===== config.mk =====
export PLATFORM = sky130hd
export DESIGN_NAME = ras_repair
export DESIGN_NICKNAME = d
export VERILOG_FILES = /design/src/rtl/ras_pkg.sv /design/src/rtl/ras_op_sel.sv /design/src/rtl/ras_ptr.sv /design/src/rtl/ras_store.sv /design/src/rtl/ras_repair.sv
export SDC_FILE = /design/constraint.sdc
export NUM_CORES = 1
export LEC_CHECK = 0
export ABC_AREA = 1
export BUFFER_PORTS_ARGS = -buffer_cell sky130_fd_sc_hd__buf_2
export CAP_MARGIN = 20
export CORE_AREA = 2 2 344 210
export CTS_BUF_LIST = sky130_fd_sc_hd__clkbuf_8
export DETAILED_ROUTE_END_ITERATION = 16
export DIE_AREA = 0 0 346 212
export PLACE_DENSITY = 0.51
export SYNTH_ARGS = -nofsm -noshare
export SYNTH_HDL_FRONTEND = slang
export SYNTH_SLANG_ARGS = --single-unit
export TNS_END_PERCENT = 30

===== constraint.sdc =====
create_clock -name clk_i -period 7.3 [get_ports clk_i]
set_input_delay 1.095 -clock clk_i [delete_from_list [all_inputs] [get_ports clk_i]]
set_output_delay 1.095 -clock clk_i [all_outputs]
set_load 0.03 [all_outputs]

===== src/rtl/ras_pkg.sv =====
package ras_pkg;
  typedef enum logic [1:0] {
    OP_NONE = 2'd0,
    OP_PUSH = 2'd1,
    OP_POP  = 2'd2,
    OP_FIX  = 2'd3
  } ras_op_e;
endpackage


===== src/rtl/ras_op_sel.sv =====
module ras_op_sel
  import ras_pkg::*;
(
  input  logic    push_i,
  input  logic    pop_i,
  input  logic    repair_i,
  output ras_op_e op_o
);
  // repair > pop > push
  always_comb begin
    if (repair_i)    op_o = OP_FIX;
    else if (pop_i)  op_o = OP_POP;
    else if (push_i) op_o = OP_PUSH;
    else             op_o = OP_NONE;
  end
endmodule


===== src/rtl/ras_ptr.sv =====
module ras_ptr
  import ras_pkg::*;
#(
  parameter int DEPTH = 16,
  localparam int IDX_W = $clog2(DEPTH),
  localparam int CW = $clog2(DEPTH + 1)
) (
  input  logic             clk_i,
  input  logic             rst_ni,
  input  ras_op_e          op_i,
  input  logic [IDX_W-1:0] fix_idx_i,
  output logic [IDX_W-1:0] tp_o,
  output logic [CW-1:0]    cnt_o,
  output logic             we_o,
  output logic [IDX_W-1:0] widx_o
);
  localparam int SW = CW + 2;
  localparam logic signed [SW-1:0] ONE_S  = SW'(1);
  localparam logic signed [SW-1:0] FULL_S = SW'(DEPTH);
  localparam logic [CW-1:0] CNT_MAX = CW'(DEPTH);

  logic [IDX_W-1:0] tp_q, tp_d;
  logic [CW-1:0] cnt_q, cnt_d;
  logic [IDX_W-1:0] diff;
  logic signed [SW-1:0] sum_s;
  logic [CW-1:0] fix_cnt;

  // occupancy after repair: add signed circular distance, clamp to [1, DEPTH]
  always_comb begin
    diff  = fix_idx_i - tp_q;
    sum_s = $signed({2'b00, cnt_q}) + $signed({{(SW-IDX_W){diff[IDX_W-1]}}, diff});
    if (sum_s < ONE_S)       fix_cnt = CW'(1);
    else if (sum_s > FULL_S) fix_cnt = CNT_MAX;
    else                     fix_cnt = sum_s[CW-1:0];
  end

  always_comb begin
    tp_d   = tp_q;
    cnt_d  = cnt_q;
    we_o   = 1'b0;
    widx_o = tp_q + IDX_W'(1);
    unique case (op_i)
      OP_PUSH: begin
        tp_d  = tp_q + IDX_W'(1);
        cnt_d = (cnt_q == CNT_MAX) ? cnt_q : cnt_q + CW'(1);
        we_o  = 1'b1;
      end
      OP_POP: begin
        if (cnt_q != '0) begin
          tp_d  = tp_q - IDX_W'(1);
          cnt_d = cnt_q - CW'(1);
        end
      end
      OP_FIX: begin
        tp_d   = fix_idx_i;
        cnt_d  = fix_cnt;
        we_o   = 1'b1;
        widx_o = fix_idx_i;
      end
      default: ;
    endcase
  end

  always_ff @(posedge clk_i or negedge rst_ni) begin
    if (!rst_ni) begin
      tp_q  <= '0;
      cnt_q <= '0;
    end else begin
      tp_q  <= tp_d;
      cnt_q <= cnt_d;
    end
  end

  assign tp_o  = tp_q;
  assign cnt_o = cnt_q;
endmodule


===== src/rtl/ras_store.sv =====
module ras_store #(
  parameter int DEPTH = 16,
  parameter int AW = 32,
  localparam int IDX_W = $clog2(DEPTH)
) (
  input  logic             clk_i,
  input  logic             rst_ni,
  input  logic             we_i,
  input  logic [IDX_W-1:0] widx_i,
  input  logic [AW-1:0]    wdata_i,
  input  logic [IDX_W-1:0] ridx_i,
  output logic [AW-1:0]    rdata_o
);
  logic [AW-1:0] slot_q [DEPTH];
  logic [DEPTH-1:0] hit;

  for (genvar g = 0; g < DEPTH; g++) begin : g_dec
    assign hit[g] = we_i && (widx_i == IDX_W'(g));
  end

  always_ff @(posedge clk_i or negedge rst_ni) begin
    if (!rst_ni) begin
      for (int i = 0; i < DEPTH; i++) slot_q[i] <= '0;
    end else begin
      for (int i = 0; i < DEPTH; i++)
        if (hit[i]) slot_q[i] <= wdata_i;
    end
  end

  assign rdata_o = slot_q[ridx_i];
endmodule


===== src/rtl/ras_repair.sv =====
module ras_repair
  import ras_pkg::*;
#(
  parameter int DEPTH = 16,
  parameter int AW = 32,
  parameter bit HAS_FLAGS = 1'b1,
  localparam int IDX_W = $clog2(DEPTH)
) (
  input  logic             clk_i,
  input  logic             rst_ni,
  input  logic             push_i,
  input  logic [AW-1:0]    push_addr_i,
  input  logic             pop_i,
  input  logic             repair_i,
  input  logic [IDX_W-1:0] repair_idx_i,
  input  logic [AW-1:0]    repair_addr_i,
  output logic [IDX_W-1:0] top_idx_o,
  output logic [AW-1:0]    top_addr_o,
  output logic             empty_o,
  output logic             full_o
);
  localparam int CW = $clog2(DEPTH + 1);

  ras_op_e op;
  logic [IDX_W-1:0] tp, widx;
  logic [CW-1:0] cnt;
  logic we;
  logic [AW-1:0] wdata;

  ras_op_sel i_sel (
    .push_i  (push_i),
    .pop_i   (pop_i),
    .repair_i(repair_i),
    .op_o    (op)
  );

  ras_ptr #(.DEPTH(DEPTH)) i_ptr (
    .clk_i    (clk_i),
    .rst_ni   (rst_ni),
    .op_i     (op),
    .fix_idx_i(repair_idx_i),
    .tp_o     (tp),
    .cnt_o    (cnt),
    .we_o     (we),
    .widx_o   (widx)
  );

  assign wdata = (op == OP_FIX) ? repair_addr_i : push_addr_i;

  ras_store #(.DEPTH(DEPTH), .AW(AW)) i_store (
    .clk_i  (clk_i),
    .rst_ni (rst_ni),
    .we_i   (we),
    .widx_i (widx),
    .wdata_i(wdata),
    .ridx_i (tp),
    .rdata_o(top_addr_o)
  );

  assign top_idx_o = tp;

  if (HAS_FLAGS) begin : g_flags
    assign empty_o = (cnt == '0);
    assign full_o  = (cnt == CW'(DEPTH));
  end else begin : g_noflags
    assign empty_o = 1'b0;
    assign full_o  = 1'b0;
  end
endmodule


==> results of run 1 <==
==> logic make-up (layout without fill, tap and decap cells) <==
kind of cell               count (synthesis)  count (layout)
AOI/OAI and AO/OA                       1014            1014
xor gates and xnor gates                   5               5
adders and majority gates                 17              17
buffers and inverters                    443             472
DFF                                      521             521
and+or+nand+nor                          988             988
==> stage by stage <==
step	hold slack (ps)	total power, mW
after floorplan	448	7.69
after global placement	461	8.83
after detailed placement	468	8.98
after CTS	437	11.5
after global routing	463	12.3
final	435	11.4
==> where the power goes <==
group	switching, mW	internal, mW	total [mW]
Sequential	0.703	4.30	5.01
Clock	1.21	1.22	2.43
Combinational	2.62	1.33	3.95
==> registers in the layout, indices dropped and copies added (netlist names) <==
register	count
i_ptr.tp_o	4
i_store.slot_q	512
i_ptr.cnt_o	5
==> layout make-up <==
type	count	area [um^2]	share of cell area (%)
clock buffer	92	1270	4.70
inverter	200	758	2.81
multi-input combinational	2024	9610	35.6
tap	936	1170	4.34
timing repair buffer	137	851	3.16
clock inverter	43	254	0.942
sequential	521	13100	48.4
==> metal layers <==
layer,vias up,routed length (um)
met4,0,1070
li1,9868,-
met3,99,4740
met5,-,0
met2,667,33000
met1,10352,38900
==> worst paths after layout <==
path	start	end	slack (ps)	cells past startpoint
max in group asynchronous	rst_ni	i_store.slot_q[254]	5390	2
worst min-delay path	rst_ni	i_ptr.cnt_o[3]	430	1
min in group clk_i	i_store.slot_q[324]	i_store.slot_q[324]	480	2
worst max-delay path	i_ptr.tp_o[0]	top_addr_o[18]	2280	7
worst min register to register	i_store.slot_q[324]	i_store.slot_q[324]	480	2
worst max register to register	i_ptr.tp_o[0]	i_store.slot_q[242]	3000	10
==> placed cells by master, fill, tap and decap left out, drive strengths merged, types with 43 or more instances in the layout <==
cell    synthesis  final
clkbuf        171     92
buf            72    137
nand3         127    127
dfrtp         521    521
a21oi         270    270
inv           199    231
o21ai         654    654
o221ai         43     43
nor2          288    288
nand2         569    569
==> impl_metrics.ini, run 1 <==
[sta]
drv_slew = 0
final_hold_viol_count = 0
tightest_slew_ps = 1030
period_minus_slack_ps = 5020
fin_skew_ps = 25.5
slew_headroom_pct = 31.4
setup_slack_ps = 2280
fmax_mhz = 199
post-route-period-util_pct = 68.8
fin_tns_setup_ps = 0
rsz0062_at_grt = no
finalSetupViolCount = 0

[layout]
drive_above_1_share_pct = 8.92
fillerInstances = 7320
area_growth_pct = 10.8
nNetsFinal = 3054
antennaDiodeCount = 0
final_cell_area_um2 = 27000
fin_util_pct = 38.2
final_cell_count_no_fill = 3953

[placement]
gp_congestion = 0.778
place_area_um2 = 25400
hpwl_um = 43000
dp.cells = 3817
pre_cts_slack_ps = 2850
io_buffers = 110

[die]
ios = 111
rows = 76
fp.dieW_um = 346
core-area_um2 = 70600
die_area_um2 = 73400
die_h_um = 212
start_util_pct = 34.5

[logic_synthesis]
syn_nets = 3078
synth_seq_cells = 521
synth_xor_area_share_pct = 0.180
yosysUniqueCellTypes = 30
ys_seq_area_share_pct = 53.6
async_flop_share_pct = 100
synth_edf_count = 0
yosys_warnings = 0
synthAdderAreaFrac_pct = 0.967
netlist_instances = 2988
yosysTopAreaCellShare_pct = 53.6
muxShareOfSynthArea_pct = 0
synth_compound_area_share_pct = 21.9
synth.avg_cell_area_um2 = 8.14
syn_area_um2 = 24300
synth_top_flop_cell = dfrtp_1
yosysMostFrequentCell = o21ai_0
synthSimpleGateAreaFrac_pct = 16.2
ys_top_cells_by_count = o21ai_0, nand2_1, dfrtp_1
yosysTopAreaCell = dfrtp_1
synth_top_family_by_area = compound AO/OA/AOI/OAI gates
ys_top_cells_by_area = dfrtp_1, o21ai_0, nand2_1, a21oi_1, nor2_1

[worst_setup_path]
crit_path_cell_trace = inv_6 > buf_12 > o21ai_0 > nand3_1 > nand3_1 > nand2_1 > buf_2
crit_top_cell = nand3_1
crit_family = buffers and inverters
critPathArrivalTime_ps = 3930
critPathCaptureType = primary output
startpoint_type = register
slowest_delay_ps = 770
crit_type = reg -> out
critPathBufInv = 3
cp_slowest_cell = dfrtp_4
worstPathRequired_ps = 6200
cp_max_fo = 165

[cts]
cts-root-buf = clkbuf_8
cts_made_buffers = 80
clockBufferDepth = 3
htreeDepth = 3
clk_pin_slew_ps = 70
ctsHoldBuffers = 0
cts_resized = 0
cts_setup_buffers = 0
cts_tree = done
insertion_delay_ps = 680
clock-sinks = 521

[routing]
wl_per_cell_um = 19.7
routed_wl_um = 77700
antenna_left = 0
drtPass1Iterations = 5
vias = 20986
avgViaCountPerCell = 5.31
drcViolationCount = 0
drt-initial-drc-count = 1991

[global_routing]
grt_use_met3_pct = 3.18
overflow = 0
grt_max_degree = 193
antenna_found_initial = 1
grt_util_met1_pct = 32.8
busiest_layer = met1
grt_pass1_wl_um = 122000
first_global_vias = 20105
grt_use_met2_pct = 31.7
track_usage_pct = 21.3

[min_path]
hp-class = in -> async

[pwr]
p_leak_nw = 12.4
power_density_nw_per_um2 = 422
ir_worst_vdd_v = 0.000247

[job]
drv_cap = 0

[outcome]
outcome = finished clean
Power figures use the tool's default switching activity.
==> run 2, diff against run 1 <==
Settings changed: ABC_AREA 1 to 0, CORE_AREA 2 2 344 210 to 2 2 341 208, DIE_AREA 0 0 346 212 to 0 0 343 210.
Clock period 7.3 ns to 4.8 ns, I/O delays scaled along.
==> run 2 against run 1 <==
  * Final cell count down 21%
  * Highest routed layer unchanged
  * Count of clock-buffer cells in the layout up 6
  * Critical endpoint is now top_addr_o[8]
  * Largest cell class unchanged
  * Critical path type unchanged
  * Via count down 24%
  * Sequential power up 53%
==> impl_metrics.ini, run 2 <==
[outcome]
outcome = finished clean

[die]
start_util_pct = 34.6
rows = 75
die_h_um = 210
core-area_um2 = 69100
ios = 111
fp.dieW_um = 343
die_area_um2 = 72000

[sta]
slew_headroom_pct = 28.9
finalSetupViolCount = 0
final_hold_viol_count = 0
fin_tns_setup_ps = 0
tightest_slew_ps = 1050
post-route-period-util_pct = 80.8
rsz0062_at_grt = no
drv_slew = 0
period_minus_slack_ps = 3880
fmax_mhz = 258
fin_skew_ps = 16.9

[logic_synthesis]
yosys_warnings = 0
syn_nets = 2164
yosysTopAreaCellShare_pct = 54.6
async_flop_share_pct = 100
synth_top_flop_cell = dfrtp_1
synth_edf_count = 0
ys_top_cells_by_count = dfrtp_1, nand2_1, o21ai_0
synth.avg_cell_area_um2 = 11.5
synth_seq_cells = 521
ys_top_cells_by_area = dfrtp_1, mux4_2, o21ai_0, nand2_1, nor2_1
yosysMostFrequentCell = dfrtp_1
yosysUniqueCellTypes = 48
netlist_instances = 2074
syn_area_um2 = 23900
ys_seq_area_share_pct = 54.6
yosysTopAreaCell = dfrtp_1

[worst_setup_path]
cp_max_fo = 134
rrSetupSlack_ps = 1310
startpoint_type = register
worstPathRequired_ps = 4080
r2r-end = i_ptr.cnt_o[0]
critPathArrivalTime_ps = 3160
cp-endpoint = top_addr_o[8]
critPathCaptureType = primary output
worstSetupStartpoint = i_ptr.tp_o[1]
ff2ff_path_depth = 13
timing.rr.start = i_ptr.tp_o[2]
crit_type = reg -> out

[routing]
vias = 16041
routed_wl_um = 64800
drtPass1Iterations = 6
wl_per_cell_um = 20.7
drt-initial-drc-count = 1125
drcViolationCount = 0
avgViaCountPerCell = 5.11
antenna_left = 0

[cts]
cts_tree = done
clockBufferDepth = 3
cts_resized = 0
cts-root-buf = clkbuf_8
clk_pin_slew_ps = 60
clock-sinks = 521
insertion_delay_ps = 670
cts_made_buffers = 83
cts_setup_buffers = 0
ctsHoldBuffers = 0
htreeDepth = 3

[global_routing]
overflow = 0
grt_use_met3_pct = 3.45
grt_util_met1_pct = 27.4
grt_use_met2_pct = 28.7
grt_max_degree = 135
grt_pass1_wl_um = 102000
busiest_layer = met2
antenna_found_initial = 0
first_global_vias = 16699
track_usage_pct = 18.7

[layout]
final_common_cell = dfrtp_1
top_register = i_store.slot_q
nNetsFinal = 2250
area_growth_pct = 12.7
drive_above_1_share_pct = 25.6
seqCellArea_um2 = 13100
multi_input_area_um2 = 9880
antennaDiodeCount = 0
largest_register_ffs = 512
layout_common_cells = dfrtp_1, nand2_1, o21ai_0, nor2_1, mux4_2
fillerInstances = 6714

[pwr]
ir_worst_vdd_v = 0.000225
power_mw = 17.4
p_leak_nw = 11.8
power_density_nw_per_um2 = 645

[placement]
hpwl_um = 37400
io_buffers = 110
gp_congestion = 0.764

[min_path]
hp-class = in -> async

[job]
drv_cap = 0
[run 2: how the worst min path moves through the flow]
stage / from / to / slack [ps]
6_report: rst_ni / i_ptr.cnt_o[1] / 100
5_1_grt: rst_ni / i_ptr.cnt_o[1] / 140
4_1_cts: rst_ni / i_ptr.cnt_o[1] / 120
3_5_place_dp: i_store.slot_q[179] / i_store.slot_q[179] / 460
3_3_place_gp: i_store.slot_q[156] / i_store.slot_q[156] / 460
2_1_floorplan: rst_ni / i_ptr.cnt_o[0] / 420
[run 2: per-stage QoR]
stage	setup slack [ps]	std cells	utilization [%]	hold slack, ps	cell area, um^2
2_1_floorplan	1240	2074	-	424	23900
3_5_place_dp	1120	2998	36.7	465	25400
5_1_grt	801	3139	39.0	141	26900
6_report	922	3139	39.0	98.2	26900
3_3_place_gp	1140	2998	36.7	456	25400
4_1_cts	855	3138	38.9	118	26900
[run 2: report_power, final]
part / total [mW] / internal (mW) / switching [mW]
Clock: 3.61 / 1.84 / 1.78
Combinational: 6.09 / 2.90 / 3.19
Sequential: 7.65 / 6.52 / 1.14
[run 2: worst max-delay path, stage by stage (launching register included)]
cell and delay (ps):
dfrtp_4 420, buf_12 630, mux4_2 430, mux4_2 590, buf_2 230
[run 2: kinds of logic (layout without fill, tap and decap cells)]
family	after synthesis	after routing	share of synthesized area, %
simple gates	568	568	9.39
xor+xnor	13	13	0.477
buf+inv	193	334	4.20
compound gates	566	566	13.7
fa+ha+maj	17	17	0.985
flops	521	521	54.6
mux	196	196	16.6
[run 2: routing by layer]
layer  share of wire (%)  up-vias
li1                    -     7463
met1                  48     8149
met2                  45      327
met3                 4.3      102
met4                 2.0        0
met5                   0        -
[run 2: area by class of cell]
cell class	count	area share [%]
Sequential cell	521	48.5
Multi-Input combinational cell	1360	36.7
Clock inverter	42	0.674
Clock buffer	98	5.01
Timing Repair Buffer	178	4.62
Inverter	16	0.223
Tap cell	924	4.29
==> run 3, diff against run 2 <==
Settings changed: ABC_AREA 0 to 1, CORE_AREA 2 2 341 208 to 2 2 344 210, DIE_AREA 0 0 343 210 to 0 0 346 212.
Clock period 4.8 ns to 3.7 ns, I/O delays scaled along.
==> run 3 against run 2 <==
  * Clock skew is 13 ps higher
  * Sequential cell count stayed put
  * Sequential power is 28% higher
  * Register-to-register slack worse by 660 ps
  * Via count is 30% higher
  * Final area is 2.2% higher
  * Sequential share of layout area is 1.1 points lower
  * Critical path type unchanged
  * Critical endpoint is now top_addr_o[22]
==> impl_metrics.ini, run 3 (synthesis gave the netlist of run 1 again) <==
[outcome]
outcome = finished clean

[cts]
clockBufferDepth = 3
htreeDepth = 3
clock-sinks = 521
cts-root-buf = clkbuf_8
insertion_delay_ps = 670
cts_tree = done
cts_made_buffers = 80
cts_setup_buffers = 0
clk_pin_slew_ps = 70

[global_routing]
track_usage_pct = 21.3
overflow = 0
antenna_found_initial = 0
grt_max_degree = 137
grt_pass1_wl_um = 122000
first_global_vias = 20361

[worst_setup_path]
rrSetupSlack_ps = 650
cp-endpoint = top_addr_o[22]
crit_type = reg -> out
ff2ff_path_depth = 15
cp_max_fo = 136
startpoint_type = register
critPathArrivalTime_ps = 3020
worstPathRequired_ps = 3140
worstSetupStartpoint = i_ptr.tp_o[0]
r2r-end = i_ptr.cnt_o[1]
critPathCaptureType = primary output
timing.rr.start = i_ptr.tp_o[0]

[sta]
slew_headroom_pct = 34.6
final_hold_viol_count = 0
period_minus_slack_ps = 3580
post-route-period-util_pct = 96.7
finalSetupViolCount = 0
drv_slew = 0
fin_tns_setup_ps = 0
setup_slack_ps = 121
hold_ws_ps = 295
fin_skew_ps = 29.8
rsz0062_at_grt = yes
tightest_slew_ps = 981
fmax_mhz = 279

[placement]
hpwl_um = 43600
pre_cts_slack_ps = 665
place_area_um2 = 25800
gp_congestion = 0.795
io_buffers = 110

[routing]
routed_wl_um = 77000
antenna_left = 0
wl_per_cell_um = 19.3
vias = 20852
drt-initial-drc-count = 2148
drcViolationCount = 0
avgViaCountPerCell = 5.24
drtPass1Iterations = 5

[die]
start_util_pct = 34.5
rows = 76
fp.dieW_um = 346
ios = 111
die_area_um2 = 73400
die_h_um = 212
core-area_um2 = 70600

[pwr]
power_density_nw_per_um2 = 827
p_leak_nw = 12.6
ir_worst_vdd_v = 0.000464

[layout]
layout_common_cells = o21ai_0, nand2_1, dfrtp_1, nor2_1, a21oi_1
top_register = i_store.slot_q
drive_above_1_share_pct = 10.2
antennaDiodeCount = 0
nNetsFinal = 3080
final_common_cell = o21ai_0
largest_register_ffs = 512
area_growth_pct = 13.2
final_cell_area_um2 = 27500
fin_util_pct = 39.0

[min_path]
hp-class = in -> reg

[job]
drv_cap = 0
-- run 3: critical path: stages (launching register included) --
cell and delay (ps):
dfrtp_4 720, buf_16 450, o21ai_0 190, o22ai_1 260, o211ai_1 110, nand2_1 220
buf_2 240
-- run 3: through the flow --
| step | instances | total power [mW] |
|---|---|---|
| after floorplan | 2988 | 15.2 |
| after global placement | 3843 | 17.4 |
| after detailed placement | 3843 | 17.7 |
| after CTS | 3983 | 22.9 |
| after global routing | 3983 | 24.7 |
| final | 3983 | 22.8 |
-- run 3: how the worst min path moves through the flow --
stage | end | cells after the start | from
global route | i_store.slot_q[177] | 5 | push_addr_i[17]
detailed placement | i_store.slot_q[327] | 2 | i_store.slot_q[327]
finish | i_store.slot_q[207] | 5 | push_addr_i[15]
floorplan | i_ptr.cnt_o[0] | 0 | rst_ni
CTS | i_store.slot_q[207] | 5 | push_addr_i[15]
global placement | i_store.slot_q[444] | 2 | i_store.slot_q[444]
-- run 3: metal layers --
layer  track usage, %  vias up  wire [um]
li1                 -     9926          -
met3             3.46       98       4400
met1             31.4    10172      38100
met5                0        -          0
met2             32.6      656      33200
met4             4.94        0       1280
-- run 3: what timing repair did --
| item | CTS | global route |
|---|---|---|
| hold endpoints to repair | 15 | 0 |
| hold buffers | 1 | 0 |
| endpoints found under the setup margin | 2 | 13 |
| resized for setup | 1 | 7 |
| gates cloned | 0 | 0 |
-- run 3: cell type report --
| cell class | instances | area (um^2) |
|---|---|---|
| fill | 7218 | 43000 |
| sequential | 521 | 13100 |
| multi-input combinational | 2024 | 9580 |
| clock buffer | 104 | 1430 |
| timing repair buffer | 163 | 1300 |
| tap | 936 | 1170 |
| inverter | 200 | 761 |
| clock inverter | 35 | 238 |
-- run 3: power by group --
part | total (mW) | internal, mW | switching [mW]
Combinational | 7.89 | 2.71 | 5.17
Clock | 5.10 | 2.72 | 2.38
Sequential | 9.78 | 8.48 | 1.29
